$ cat src/rtl/pfm_guard_pkg.sv
package pfm_guard_pkg;

  // Outcome of one table access in one cycle.
  typedef enum logic [1:0] {
    ACC_NONE  = 2'd0,
    ACC_PASS  = 2'd1,
    ACC_BLOCK = 2'd2
  } acc_verdict_e;

endpackage

$ cat src/rtl/pfm_region_decode.sv
module pfm_region_decode #(
  parameter int unsigned ADDR_W     = 22,
  parameter int unsigned BOOT_BYTES = 2048,
  parameter int unsigned BLK_BYTES  = 4096,
  parameter int unsigned NUM_BLK    = 4,
  parameter int unsigned IDX_W      = 3
) (
  input  logic [ADDR_W-1:0] addr_i,
  output logic [IDX_W-1:0]  idx_o
);

  localparam logic [IDX_W-1:0]  IDX_NONE  = {IDX_W{1'b1}};
  localparam logic [ADDR_W-1:0] BOOT_LIM  = ADDR_W'(BOOT_BYTES);

  logic [NUM_BLK-1:0] in_win;
  logic               in_boot;

  // One address window per coarse block.
  for (genvar g = 0; g < NUM_BLK; g++) begin : g_win
    localparam logic [ADDR_W-1:0] HI = ADDR_W'((g + 1) * BLK_BYTES - 1);
    if (g == 0) begin : g_first
      assign in_win[g] = (addr_i <= HI);
    end else begin : g_rest
      localparam logic [ADDR_W-1:0] LO = ADDR_W'(g * BLK_BYTES);
      assign in_win[g] = (addr_i >= LO) && (addr_i <= HI);
    end
  end

  assign in_boot = in_win[0] && (addr_i < BOOT_LIM);

  always_comb begin
    idx_o = IDX_NONE;
    for (int g = 0; g < NUM_BLK; g++) begin
      if (in_win[g]) idx_o = IDX_W'(g + 1);
    end
    if (in_boot) idx_o = '0;
  end

endmodule

$ cat src/rtl/pfm_prot_store.sv
module pfm_prot_store #(
  parameter int unsigned NUM_REG = 5,
  parameter int unsigned IDX_W   = 3
) (
  input  logic               clk,
  input  logic               rst_n,
  input  logic               cfg_wr_i,
  input  logic [NUM_REG-1:0] cfg_wp_i,
  input  logic [NUM_REG-1:0] cfg_rp_i,
  input  logic               chip_erase_i,
  input  logic               blk_erase_i,
  input  logic [IDX_W-1:0]   blk_sel_i,
  output logic [NUM_REG-1:0] wp_q_o,
  output logic [NUM_REG-1:0] rp_q_o
);

  logic [NUM_REG-1:0] wp_q, rp_q;
  logic [NUM_REG-1:0] wp_d, rp_d;
  logic [NUM_REG-1:0] erase_mask;
  logic               any_erase;
  logic               upd_en;

  // Bits to restore this cycle.
  for (genvar r = 0; r < NUM_REG; r++) begin : g_mask
    assign erase_mask[r] = chip_erase_i ||
                           (blk_erase_i && (blk_sel_i == IDX_W'(r)));
  end

  assign any_erase = chip_erase_i || blk_erase_i;
  assign upd_en    = any_erase || cfg_wr_i;

  always_comb begin
    wp_d = wp_q;
    rp_d = rp_q;
    if (any_erase) begin
      wp_d = wp_q | erase_mask;
      rp_d = rp_q | erase_mask;
    end else if (cfg_wr_i) begin
      wp_d = wp_q & cfg_wp_i;
      rp_d = rp_q & cfg_rp_i;
    end
  end

  always_ff @(posedge clk or negedge rst_n) begin
    if (!rst_n) begin
      wp_q <= '1;
      rp_q <= '1;
    end else if (upd_en) begin
      wp_q <= wp_d;
      rp_q <= rp_d;
    end
  end

  assign wp_q_o = wp_q;
  assign rp_q_o = rp_q;

endmodule

$ cat src/rtl/pfm_access_gate.sv
module pfm_access_gate
  import pfm_guard_pkg::*;
#(
  parameter int unsigned NUM_REG = 5,
  parameter int unsigned IDX_W   = 3,
  parameter int unsigned DATA_W  = 8
) (
  input  logic               clk,
  input  logic               rst_n,
  input  logic [IDX_W-1:0]   pc_idx_i,
  input  logic [IDX_W-1:0]   tgt_idx_i,
  input  logic [NUM_REG-1:0] wp_i,
  input  logic [NUM_REG-1:0] rp_i,
  input  logic               rd_req_i,
  input  logic               wr_req_i,
  input  logic [DATA_W-1:0]  flash_rdata_i,
  output logic               flash_we_o,
  output logic               rd_valid_o,
  output logic [DATA_W-1:0]  rd_data_o,
  output logic               violation_o
);

  logic         tgt_mapped, tgt_wp, tgt_rp, same_region;
  acc_verdict_e rd_verdict, wr_verdict;

  logic              rd_valid_q, rd_valid_d;
  logic [DATA_W-1:0] rd_data_q, rd_data_d;
  logic              vio_q, vio_d;
  logic              rd_data_en;

  // Select the target region's bits without a variable-width index.
  always_comb begin
    tgt_mapped = 1'b0;
    tgt_wp     = 1'b0;
    tgt_rp     = 1'b0;
    for (int r = 0; r < NUM_REG; r++) begin
      if (tgt_idx_i == IDX_W'(r)) begin
        tgt_mapped = 1'b1;
        tgt_wp     = wp_i[r];
        tgt_rp     = rp_i[r];
      end
    end
  end

  assign same_region = tgt_mapped && (pc_idx_i == tgt_idx_i);

  always_comb begin
    if (!rd_req_i)                                   rd_verdict = ACC_NONE;
    else if (tgt_mapped && (tgt_rp || same_region))  rd_verdict = ACC_PASS;
    else                                             rd_verdict = ACC_BLOCK;

    if (!wr_req_i)                                   wr_verdict = ACC_NONE;
    else if (tgt_mapped && tgt_wp)                   wr_verdict = ACC_PASS;
    else                                             wr_verdict = ACC_BLOCK;
  end

  assign flash_we_o = (wr_verdict == ACC_PASS);

  // Next state of the read-result stage.
  always_comb begin
    rd_valid_d = (rd_verdict != ACC_NONE);
    rd_data_en = rd_req_i;
    rd_data_d  = (rd_verdict == ACC_PASS) ? flash_rdata_i : '0;
    vio_d      = (rd_verdict == ACC_BLOCK) || (wr_verdict == ACC_BLOCK);
  end

  always_ff @(posedge clk or negedge rst_n) begin
    if (!rst_n) begin
      rd_valid_q <= 1'b0;
      vio_q      <= 1'b0;
    end else begin
      rd_valid_q <= rd_valid_d;
      vio_q      <= vio_d;
    end
  end

  always_ff @(posedge clk or negedge rst_n) begin
    if (!rst_n) begin
      rd_data_q <= '0;
    end else if (rd_data_en) begin
      rd_data_q <= rd_data_d;
    end
  end

  assign rd_valid_o  = rd_valid_q;
  assign rd_data_o   = rd_data_q;
  assign violation_o = vio_q;

endmodule

$ cat src/rtl/pfm_access_guard.sv
module pfm_access_guard
  import pfm_guard_pkg::*;
#(
  parameter int unsigned ADDR_W     = 22,
  parameter int unsigned DATA_W     = 8,
  parameter int unsigned BOOT_BYTES = 2048,
  parameter int unsigned BLK_BYTES  = 4096,
  parameter int unsigned NUM_BLK    = 4
) (
  input  logic                clk,
  input  logic                rst_n,
  input  logic [ADDR_W-1:0]   pc_i,
  input  logic [ADDR_W-1:0]   tptr_i,
  input  logic                rd_req_i,
  input  logic                wr_req_i,
  input  logic [DATA_W-1:0]   flash_rdata_i,
  output logic                flash_we_o,
  output logic                rd_valid_o,
  output logic [DATA_W-1:0]   rd_data_o,
  output logic                violation_o,
  input  logic                cfg_wr_i,
  input  logic [NUM_BLK:0]    cfg_wp_i,
  input  logic [NUM_BLK:0]    cfg_rp_i,
  input  logic                chip_erase_i,
  input  logic                blk_erase_i,
  input  logic [2:0]          blk_erase_sel_i,
  output logic [NUM_BLK:0]    wp_o,
  output logic [NUM_BLK:0]    rp_o
);

  localparam int unsigned NUM_REG = NUM_BLK + 1;
  localparam int unsigned IDX_W   = $clog2(NUM_REG + 1);

  // Asynchronous assert, synchronous release.
  logic [1:0] rst_pipe_q;
  logic       rst_core_n;

  always_ff @(posedge clk or negedge rst_n) begin
    if (!rst_n) rst_pipe_q <= '0;
    else        rst_pipe_q <= {rst_pipe_q[0], 1'b1};
  end
  assign rst_core_n = rst_pipe_q[1];

  logic [IDX_W-1:0]   pc_idx, tgt_idx, sel_idx;
  logic [NUM_REG-1:0] wp_q, rp_q;

  assign sel_idx = IDX_W'(blk_erase_sel_i);

  pfm_region_decode #(
    .ADDR_W(ADDR_W), .BOOT_BYTES(BOOT_BYTES), .BLK_BYTES(BLK_BYTES),
    .NUM_BLK(NUM_BLK), .IDX_W(IDX_W)
  ) u_pc_dec (
    .addr_i(pc_i),
    .idx_o (pc_idx)
  );

  pfm_region_decode #(
    .ADDR_W(ADDR_W), .BOOT_BYTES(BOOT_BYTES), .BLK_BYTES(BLK_BYTES),
    .NUM_BLK(NUM_BLK), .IDX_W(IDX_W)
  ) u_tgt_dec (
    .addr_i(tptr_i),
    .idx_o (tgt_idx)
  );

  pfm_prot_store #(
    .NUM_REG(NUM_REG), .IDX_W(IDX_W)
  ) u_store (
    .clk         (clk),
    .rst_n       (rst_core_n),
    .cfg_wr_i    (cfg_wr_i),
    .cfg_wp_i    (cfg_wp_i),
    .cfg_rp_i    (cfg_rp_i),
    .chip_erase_i(chip_erase_i),
    .blk_erase_i (blk_erase_i),
    .blk_sel_i   (sel_idx),
    .wp_q_o      (wp_q),
    .rp_q_o      (rp_q)
  );

  pfm_access_gate #(
    .NUM_REG(NUM_REG), .IDX_W(IDX_W), .DATA_W(DATA_W)
  ) u_gate (
    .clk          (clk),
    .rst_n        (rst_core_n),
    .pc_idx_i     (pc_idx),
    .tgt_idx_i    (tgt_idx),
    .wp_i         (wp_q),
    .rp_i         (rp_q),
    .rd_req_i     (rd_req_i),
    .wr_req_i     (wr_req_i),
    .flash_rdata_i(flash_rdata_i),
    .flash_we_o   (flash_we_o),
    .rd_valid_o   (rd_valid_o),
    .rd_data_o    (rd_data_o),
    .violation_o  (violation_o)
  );

  assign wp_o = wp_q;
  assign rp_o = rp_q;

endmodule

$ cat config.mk
export PLATFORM = sky130hd
export DESIGN_NAME = pfm_access_guard
export DESIGN_NICKNAME = d
export VERILOG_FILES = /design/src/rtl/pfm_guard_pkg.sv /design/src/rtl/pfm_region_decode.sv /design/src/rtl/pfm_prot_store.sv /design/src/rtl/pfm_access_gate.sv /design/src/rtl/pfm_access_guard.sv
export SDC_FILE = /design/constraint.sdc
export NUM_CORES = 1
export LEC_CHECK = 0
export BUFFER_PORTS_ARGS = -buffer_cell sky130_fd_sc_hd__buf_2
export CORE_MARGIN = 3
export CORE_UTILIZATION = 39
export CTS_CLUSTER_SIZE = 40
export DETAILED_ROUTE_END_ITERATION = 12
export HOLD_SLACK_MARGIN = 0.12
export PLACE_DENSITY = 0.82
export SLEW_MARGIN = 40
export SYNTH_ARGS = -nofsm -noshare
export SYNTH_HDL_FRONTEND = slang
export SYNTH_SLANG_ARGS = --single-unit
export TNS_END_PERCENT = 30
$ cat constraint.sdc
create_clock -name clk -period 1.45 [get_ports clk]
set_input_delay 0.0725 -clock clk [delete_from_list [all_inputs] [get_ports clk]]
set_output_delay 0.0725 -clock clk [all_outputs]
set_load 0.01 [all_outputs]
==> impl_metrics.ini, run 1 <==
[synth]
synth_area_um2 = 1185
syn_avg_cell_area_um2 = 9.874
yosys-top-cells-area = dfrtp_1 25%, dfstp_2 22%, nand3_1 6.8%
ys.flop_type = dfrtp_1
synth_edf_count = 0
ys_warn_count = 0
syn_inst = 120
ys_seq_area_frac = 0.4752
ys_ff_latch = 22
syn_nets = 192
ys_async_sr_fraction = 1.000
synth_top_area_cell = dfrtp_1
yosys.cell_types.count = 33
netlist.area_leader.share = 0.2534

[detailed_routing]
avgRoutedWirePerCell_um = 14.52
drt_iter0_drc = 34
ant_nets = 0
drc = 0
drt_wl_total_um = 3833
viasPerCell = 5.326
vias = 1406
first_pass_iters = 4

[die]
coreArea_um2 = 2829
ioPinCount = 93
die-height_um = 61.12
rows = 19
die_area_um2 = 3736
initial_core_util = 0.4188
die_w_um = 61.12

[worst_setup_path]
crit_required_ns = 1.38
critPathKind = reg2out
cp.arrival_ns = 1.60
max_stage_delay_ns = 0.39
cp_common_cell = mux2_4
rr_worst_depth = 4
crit_path_max_fanout = 2
cp_slowest_cell = dfstp_2
cp-start-kind = register
crit_chain = mux2_4 -> mux2_4 -> o2111a_1 -> buf_2
cp-end-kind = output port

[cts]
htreeDepth = 1
cts_buffer_depth = 2
cts-root-buf = clkbuf_4
clk_pin_slew_worst_paths_ns = 0.12
insertion_delay_ns = 0.31
numCtsBuffers = 3
cts_sinks = 22
cts_tree = done

[global_routing]
grt.overflow.total = 0
grt.total_usage = 0.2089
grt.met3_usage = 0.05241
grt_pass1_vias = 1408
grt_util_met2 = 0.4184
antenna_found_initial = 0
grt_busiest_layer = met2
grt_pass1_wl_um = 5802
use_met1 = 0.2089
grt_max_degree = 21

[timing]
finalCritPeriodShare = 1.151
finalSetupViolCount = 10
worst_slack_ns = -0.2191
rsz0062_at_grt = true
final.setup.tns_ns = -1.188
fmax_ghz = 0.5991
min_period_ns = 1.669
finalHoldViolations = 0
finalMaxSlewViolations = 0
fin_worst_skew_ns = 0.004270

[pwr]
report.power.total_mw = 1.288
peakVddDrop_mv = 0.4658
power.density_nw_per_um2 = 608.7
p_leak_nw = 0.9067

[cells_and_area]
stdcell_count = 264
nNetsFinal = 306
layout-drive-gt1-share = 0.5193
nFillCells = 215
syn2layout_area_growth_pct = 78.56
num_antenna_cells = 0
final_core_util = 0.7479

[worst_hold_path]
whs_path_depth = 4
hp-class = in2reg

[placed_design]
dp_cells = 225
port_buffers = 70
place_congestion = 0.8001
pre_cts_ws_ns = -0.1313
hpwl_um = 2531

[outcome]
violations = negative setup slack
status = finished with violations

[flow_run]
maxCapViolCount = 0
[routing by layer]
metal,vias up,wire [um]
met5,-,0
met4,0,25
met3,4,266
met2,53,2112
met1,679,1429
li1,670,-
[stage by stage]
stage	hold WS, ns	instance area, um2
after floorplan	-0.2231	1185
after global placement	-0.1410	1624
after detailed placement	-0.1391	1624
after CTS	0.1261	2062
after global routing	0.1372	2116
final	0.1373	2116
[cells in the final DEF (no fill, tap or decap), drive strengths merged]
cell          instances
a31o                  1
mux2                  3
mux2i                 1
o21ai                10
o2111a                1
dfrtp                12
a21oi                 1
buf                  81
nor2                  4
dlygate4sd3          32
nand2                13
nand4                 1
o21a                  1
nor3                  1
o221ai                9
dlymetal6s4s          1
nand3                16
conb                  1
clkbuf                4
mux4                  1
inv                  12
or4                   5
o22ai                 1
xnor2                 3
o211ai                1
dfstp                10
a31oi                 4
o21bai                2
nor2b                 1
[layout make-up]
| type | instances | area [um2] | area share |
|---|---|---|---|
| clock buffers | 4 | 36.28 | 0.01715 |
| inverters | 12 | 45.04 | 0.02129 |
| multi-input cells | 81 | 646.9 | 0.3057 |
| flip-flops and latches | 22 | 563.0 | 0.2661 |
| well taps | 31 | 38.79 | 0.01833 |
| repair buffers | 114 | 785.8 | 0.3714 |
[what timing repair did]
item | 4_1_cts | 5_1_grt
endpoints found under the hold margin | 22 | 0
hold buffers | 33 | 0
setup endpoints to repair | 10 | 18
buffers inserted | 2 | 0
pin swaps | 4 | 5
cloned | 0 | 0
resized for setup | 11 | 11
[cell families (layout without fill, tap and decap cells)]
logic type                after synthesis  count (layout)  synth area share
AOI/OAI and AO/OA                      31              31            0.1869
and+or+nand+nor                        41              41            0.1901
DFF                                    22              22            0.4752
xor gates and xnor gates                3               3           0.02218
buffers and inverters                  17             130           0.06336
muxes                                   5               5           0.05913
other                                   1               1          0.003165
[cell usage after synthesis, drive strengths merged, types with 2 or more instances]
| cell type | instances |
|---|---|
| dfrtp | 12 |
| buf | 2 |
| a31oi | 4 |
| or4 | 5 |
| mux2 | 3 |
| o21ai | 10 |
| dfstp | 10 |
| clkbuf | 3 |
| inv | 12 |
| o221ai | 9 |
| nand2 | 13 |
| nor2 | 4 |
| xnor2 | 3 |
| o21bai | 2 |
| nand3 | 16 |
[flip-flops by register name (all words and copies together), names as in the netlist]
register            count
rst_pipe_q              2
u_gate.rd_data_o        8
u_gate.rd_valid_o       1
u_gate.violation_o      1
u_store.rp_q_o          5
u_store.wp_q_o          5
[final timing paths]
check,startpoint,to,slack (ns)
worst max-delay path,u_store.wp_q_o[0],flash_we_o,-0.22
worst min-delay path,tptr_i[17],u_gate.violation_o,0.14
worst max register to register,u_store.rp_q_o[0],u_gate.violation_o,-0.15
worst min register to register,rst_pipe_q[1],u_gate.rd_data_o[6],0.20
max in group asynchronous,rst_n,rst_pipe_q[1],0.72
min in group asynchronous,rst_pipe_q[1],u_gate.rd_data_o[6],0.20
[worst max-delay path: cells and delay by family (launching register included)]
kind	cells	cell delay, ns
multiplexers	2	0.55
flip-flops	1	0.39
AO/OA/AOI/OAI	1	0.22
buffers and inverters	1	0.13
[where the power goes]
part           switching, mW  internal, mW  leakage [nW]
sequential           0.00910         0.637         0.262
clock                  0.186         0.153        0.0210
combinational          0.139         0.163         0.623
total                  0.335         0.953         0.907
(Power assumes the default switching activity.)
==> run 2: changes to the inputs <==
- TNS_END_PERCENT: 30 -> default
==> run 2 against run 1 <==
  * Combinational power down 2%
  * Non-clock buffer count fell by 1
  * Cell count shrank 0.38%
  * Worst setup slack improved by 0.0046 ns
  * Highest routed layer unchanged
  * Largest cell class unchanged
  * Sequential share of layout area grew 0.095 points
  * Clock power is essentially flat
  * Via count decreased by 3.1%
  * Die area is the same
  * Sequential power barely moved
  * The run still ends with negative setup slack left
==> impl_metrics.ini, run 2 (synthesis results as in run 1) <==
[worst_setup_path]
cp-end-kind = output port
cp-start-kind = register
crit_required_ns = 1.38
crit_path_max_fanout = 2
cp.arrival_ns = 1.59
critPathKind = reg2out

[global_routing]
use_met1 = 0.2105
grt.total_usage = 0.2094
grt_max_degree = 21
grt_pass1_vias = 1444
grt_busiest_layer = met2
grt_util_met2 = 0.4169
grt.overflow.total = 0
grt_pass1_wl_um = 5899
antenna_found_initial = 0
grt.met3_usage = 0.05031

[die]
die-height_um = 61.12
rows = 19
initial_core_util = 0.4188
coreArea_um2 = 2829
ioPinCount = 93
die_area_um2 = 3736
die_w_um = 61.12

[pwr]
peakVddDrop_mv = 0.3060
power.density_nw_per_um2 = 608.8
report.power.total_mw = 1.283
p_leak_nw = 0.8961

[cells_and_area]
layout-drive-gt1-share = 0.5172
syn2layout_area_growth_pct = 77.93
largest_reg_flops = 8
final_core_util = 0.7452
nNetsFinal = 305
num_antenna_cells = 0
mostFrequentLayoutCells = 70 x buf_2, 32 x dlygate4sd3_1, 13 x nand2_1, 12 x inv_1, 12 x dfrtp_1
final_common_cell = buf_2

[outcome]
status = finished with violations
violations = negative setup slack

[timing]
fin_worst_skew_ns = 0.004138
finalSetupViolCount = 10
finalHoldViolations = 0
fmax_ghz = 0.6008
finalMaxSlewViolations = 0
rsz0062_at_grt = true
worst_slack_ns = -0.2146
finalCritPeriodShare = 1.148
min_period_ns = 1.665

[placed_design]
port_buffers = 70
hpwl_um = 2539
place_congestion = 0.7931

[flow_run]
maxCapViolCount = 0

[worst_hold_path]
hp-class = in2reg

[detailed_routing]
drt_wl_total_um = 3760
vias = 1363
drc = 0
ant_nets = 0
drt_iter0_drc = 45
viasPerCell = 5.183
avgRoutedWirePerCell_um = 14.30
first_pass_iters = 3

[cts]
cts_tree = done
insertion_delay_ns = 0.31
cts_sinks = 22
numCtsBuffers = 3
cts_buffer_depth = 2
htreeDepth = 1
clk_pin_slew_worst_paths_ns = 0.13
cts-root-buf = clkbuf_4
[run 2: cell count changes in the layout (fill, tap and decap cells not counted)]
cell / before / now
dlymetal6s4s_1: 1 / 0
nand3_4: 0 / 1
o21ai_1: 0 / 1
nor2b_1: 0 / 1
nand3_2: 8 / 7
nor2b_2: 1 / 0
o21ai_0: 10 / 9
[run 2: metal layers]
metal	share of wire	up-vias
li1	-	667
met4	0.0077	0
met1	0.38	641
met5	0	-
met2	0.55	51
met3	0.068	4
[run 2: worst max-delay path: stages (launching register included)]
cell and delay (ns):
dfstp_2 0.39, mux2_4 0.26, mux2_4 0.28, o2111a_1 0.22, buf_2 0.13
[run 2: worst paths after layout]
kind / startpoint / end / slack, ns / cells after the start
setup / recovery: u_store.wp_q_o[0] / flash_we_o / -0.21 / 4
hold / removal: tptr_i[17] / u_gate.violation_o / 0.14 / 4
setup reg to reg: u_store.rp_q_o[0] / u_gate.violation_o / -0.16 / 4
hold reg to reg: rst_pipe_q[1] / u_gate.rd_data_o[1] / 0.20 / 1
max in group asynchronous: rst_n / rst_pipe_q[1] / 0.72 / 3
min in group asynchronous: rst_pipe_q[1] / u_gate.rd_data_o[1] / 0.20 / 1
[run 2: what timing repair did]
| item | CTS | global route |
|---|---|---|
| hold buffers | 32 | 0 |
| pin swaps | 8 | 0 |
| setup endpoints to repair | 10 | 11 |
| gates resized for setup | 19 | 3 |
| buffers inserted | 2 | 0 |
| endpoints found under the hold margin | 22 | 0 |
[run 2: layout make-up]
class                   instances  area, um2
flip-flops and latches         22      563.0
well taps                      31      38.79
repair buffers                113      773.2
clock buffers                   4      36.28
multi-input cells              81      651.9
fillers                       211      720.7
inverters                      12      45.04
[run 2: power by group]
part,total (mW),internal [mW],switching (mW)
clock network,0.342,0.153,0.189
registers,0.645,0.637,0.00824
logic,0.296,0.160,0.136
total,1.28,0.950,0.334
[run 2: per-stage QoR]
stage | TNS (ns) | setup slack [ns] | cells | hold slack (ns) | area, um2
floorplan | -0.5025 | -0.1438 | 120 | -0.2231 | 1185
global placement | -0.8657 | -0.1023 | 225 | -0.1407 | 1624
detailed placement | -1.078 | -0.1347 | 225 | -0.1405 | 1624
CTS | -1.202 | -0.2246 | 263 | 0.1280 | 2095
global route | -1.699 | -0.2739 | 263 | 0.1466 | 2108
finish | -1.224 | -0.2146 | 263 | 0.1391 | 2108
==> run 3: changes to the inputs <==
--- a/constraint.sdc
+++ b/constraint.sdc
@@ -3,2 +3,2 @@
 set_output_delay 0.0725 -clock clk [all_outputs]
-set_load 0.01 [all_outputs]
+set_load 0.05 [all_outputs]
==> run 3 against run 2 <==
  * Worst setup slack worse by 0.083 ns
  * The flow still finishes with violations (negative setup slack)
  * Highest routed layer unchanged
  * Clock skew is 0.0054 ns higher
  * Sequential share of layout area is 0.30 points lower
  * Clock power is 41% higher
  * Largest power group unchanged
  * Maximum frequency is 4.7% lower
  * Register-to-register slack better by 0.02 ns
==> impl_metrics.ini, run 3 (synthesis results as in run 1) <==
[outcome]
status = finished with violations
violations = negative setup slack

[cts]
numCtsBuffers = 3
insertion_delay_ns = 0.32
cts_tree = done
cts_buffer_depth = 2
clk_pin_slew_worst_paths_ns = 0.14
cts_sinks = 22
htreeDepth = 1
cts-root-buf = clkbuf_4

[cells_and_area]
mostFrequentLayoutCells = 69 x buf_2, 32 x dlygate4sd3_1, 13 x nand2_1, 12 x inv_1, 12 x dfrtp_1
multi_input_area_um2 = 653.1
seq_area_um2 = 563.0
final_common_cell = buf_2
nNetsFinal = 305
largest_reg_flops = 8
nFillCells = 204
final_area_um2 = 2132
layout-drive-gt1-share = 0.5216
syn2layout_area_growth_pct = 79.94
final_core_util = 0.7536
num_antenna_cells = 0

[die]
rows = 19
ioPinCount = 93
initial_core_util = 0.4188
die_area_um2 = 3736
die-height_um = 61.12
coreArea_um2 = 2829
die_w_um = 61.12

[pwr]
p_sw_mw = 0.3900
power.density_nw_per_um2 = 686.8
peakVddDrop_mv = 0.4996
clkPwrFrac = 0.329
report.power.total_mw = 1.464
p_leak_nw = 0.9104
internal-power_mw = 1.074
combPwrFrac = 0.230
switching_share = 0.2663
seqPwrFrac = 0.441

[placed_design]
port_buffers = 70
place_area_um2 = 1633
place_congestion = 0.7866
hpwl_um = 2507

[global_routing]
grt_max_degree = 21
grt.total_usage = 0.2221
grt_pass1_wl_um = 6154
grt_pass1_vias = 1458
grt.overflow.total = 0
antenna_found_initial = 0

[worst_setup_path]
cp-start-kind = register
cp.arrival_ns = 1.67
cp-end-kind = output port
crit_path_max_fanout = 2
crit_required_ns = 1.38
critPathKind = reg2out

[detailed_routing]
drt_iter0_drc = 24
first_pass_iters = 4
drc = 0
ant_nets = 0
avgRoutedWirePerCell_um = 15.02
vias = 1387
drt_wl_total_um = 3950
viasPerCell = 5.274

[timing]
finalCritPeriodShare = 1.205
worst_slack_ns = -0.2975
finalSetupViolCount = 10
fin_worst_skew_ns = 0.009567
rsz0062_at_grt = true
finalHoldViolations = 0
finalMaxSlewViolations = 0
fmax_ghz = 0.5723
min_period_ns = 1.747

[worst_hold_path]
hp-class = in2reg

[flow_run]
maxCapViolCount = 0
run 3: final timing paths:
check / from / to / depth (start not counted) / slack [ns]
worst max-delay path: u_store.wp_q_o[0] / flash_we_o / 4 / -0.30
worst min-delay path: blk_erase_sel_i[1] / u_store.rp_q_o[1] / 4 / 0.11
worst max register to register: u_store.rp_q_o[0] / u_gate.violation_o / 4 / -0.14
worst min register to register: rst_pipe_q[1] / u_gate.rd_data_o[1] / 1 / 0.21
max in group asynchronous: rst_n / rst_pipe_q[1] / 3 / 0.74
min in group asynchronous: rst_pipe_q[1] / u_gate.rd_data_o[1] / 1 / 0.21
run 3: repair_timing:
item,CTS,global route
hold buffers,32,2
resized for setup,21,2
buffers inserted,1,0
setup endpoints to repair,10,12
pin swaps,9,2
endpoints found under the hold margin,22,2
run 3: metrics by stage:
step | hold slack, ns | cells | TNS, ns | worst slack, ns
floorplan | -0.2231 | 120 | -1.385 | -0.2419
global placement | -0.1418 | 226 | -0.8806 | -0.1049
detailed placement | -0.1405 | 226 | -1.079 | -0.1461
CTS | 0.1257 | 263 | -1.313 | -0.3133
global route | 0.1359 | 263 | -1.721 | -0.3415
finish | 0.1057 | 263 | -1.418 | -0.2975
run 3: per-layer routing:
layer | share of wire | track usage
met5 | 0 | 0
met4 | 0.012 | 0.08050
met3 | 0.066 | 0.03774
met2 | 0.56 | 0.4532
met1 | 0.37 | 0.2171
run 3: area by class of cell:
class,instances,share of cell area
Clock buffer,3,0.01056
Sequential cell,22,0.2641
Tap cell,31,0.01819
Clock inverter,1,0.01408
Multi-Input combinational cell,81,0.3063
Inverter,12,0.02113
Timing Repair Buffer,113,0.3656
run 3: worst max-delay path, stage by stage (launching register included):
cell and delay [ns]:
dfstp_2 0.40, mux2_4 0.27, mux2_4 0.28, o2111a_2 0.26, buf_8 0.15
run 3: power groups by stage:
stage	combinational, mW	clock (mW)	sequential [mW]
CTS	0.326	0.487	0.646
detailed placement	0.251	0	0.656
floorplan	0.0810	0	0.710
global route	0.364	0.512	0.648
global placement	0.247	0	0.655
finish	0.337	0.482	0.646
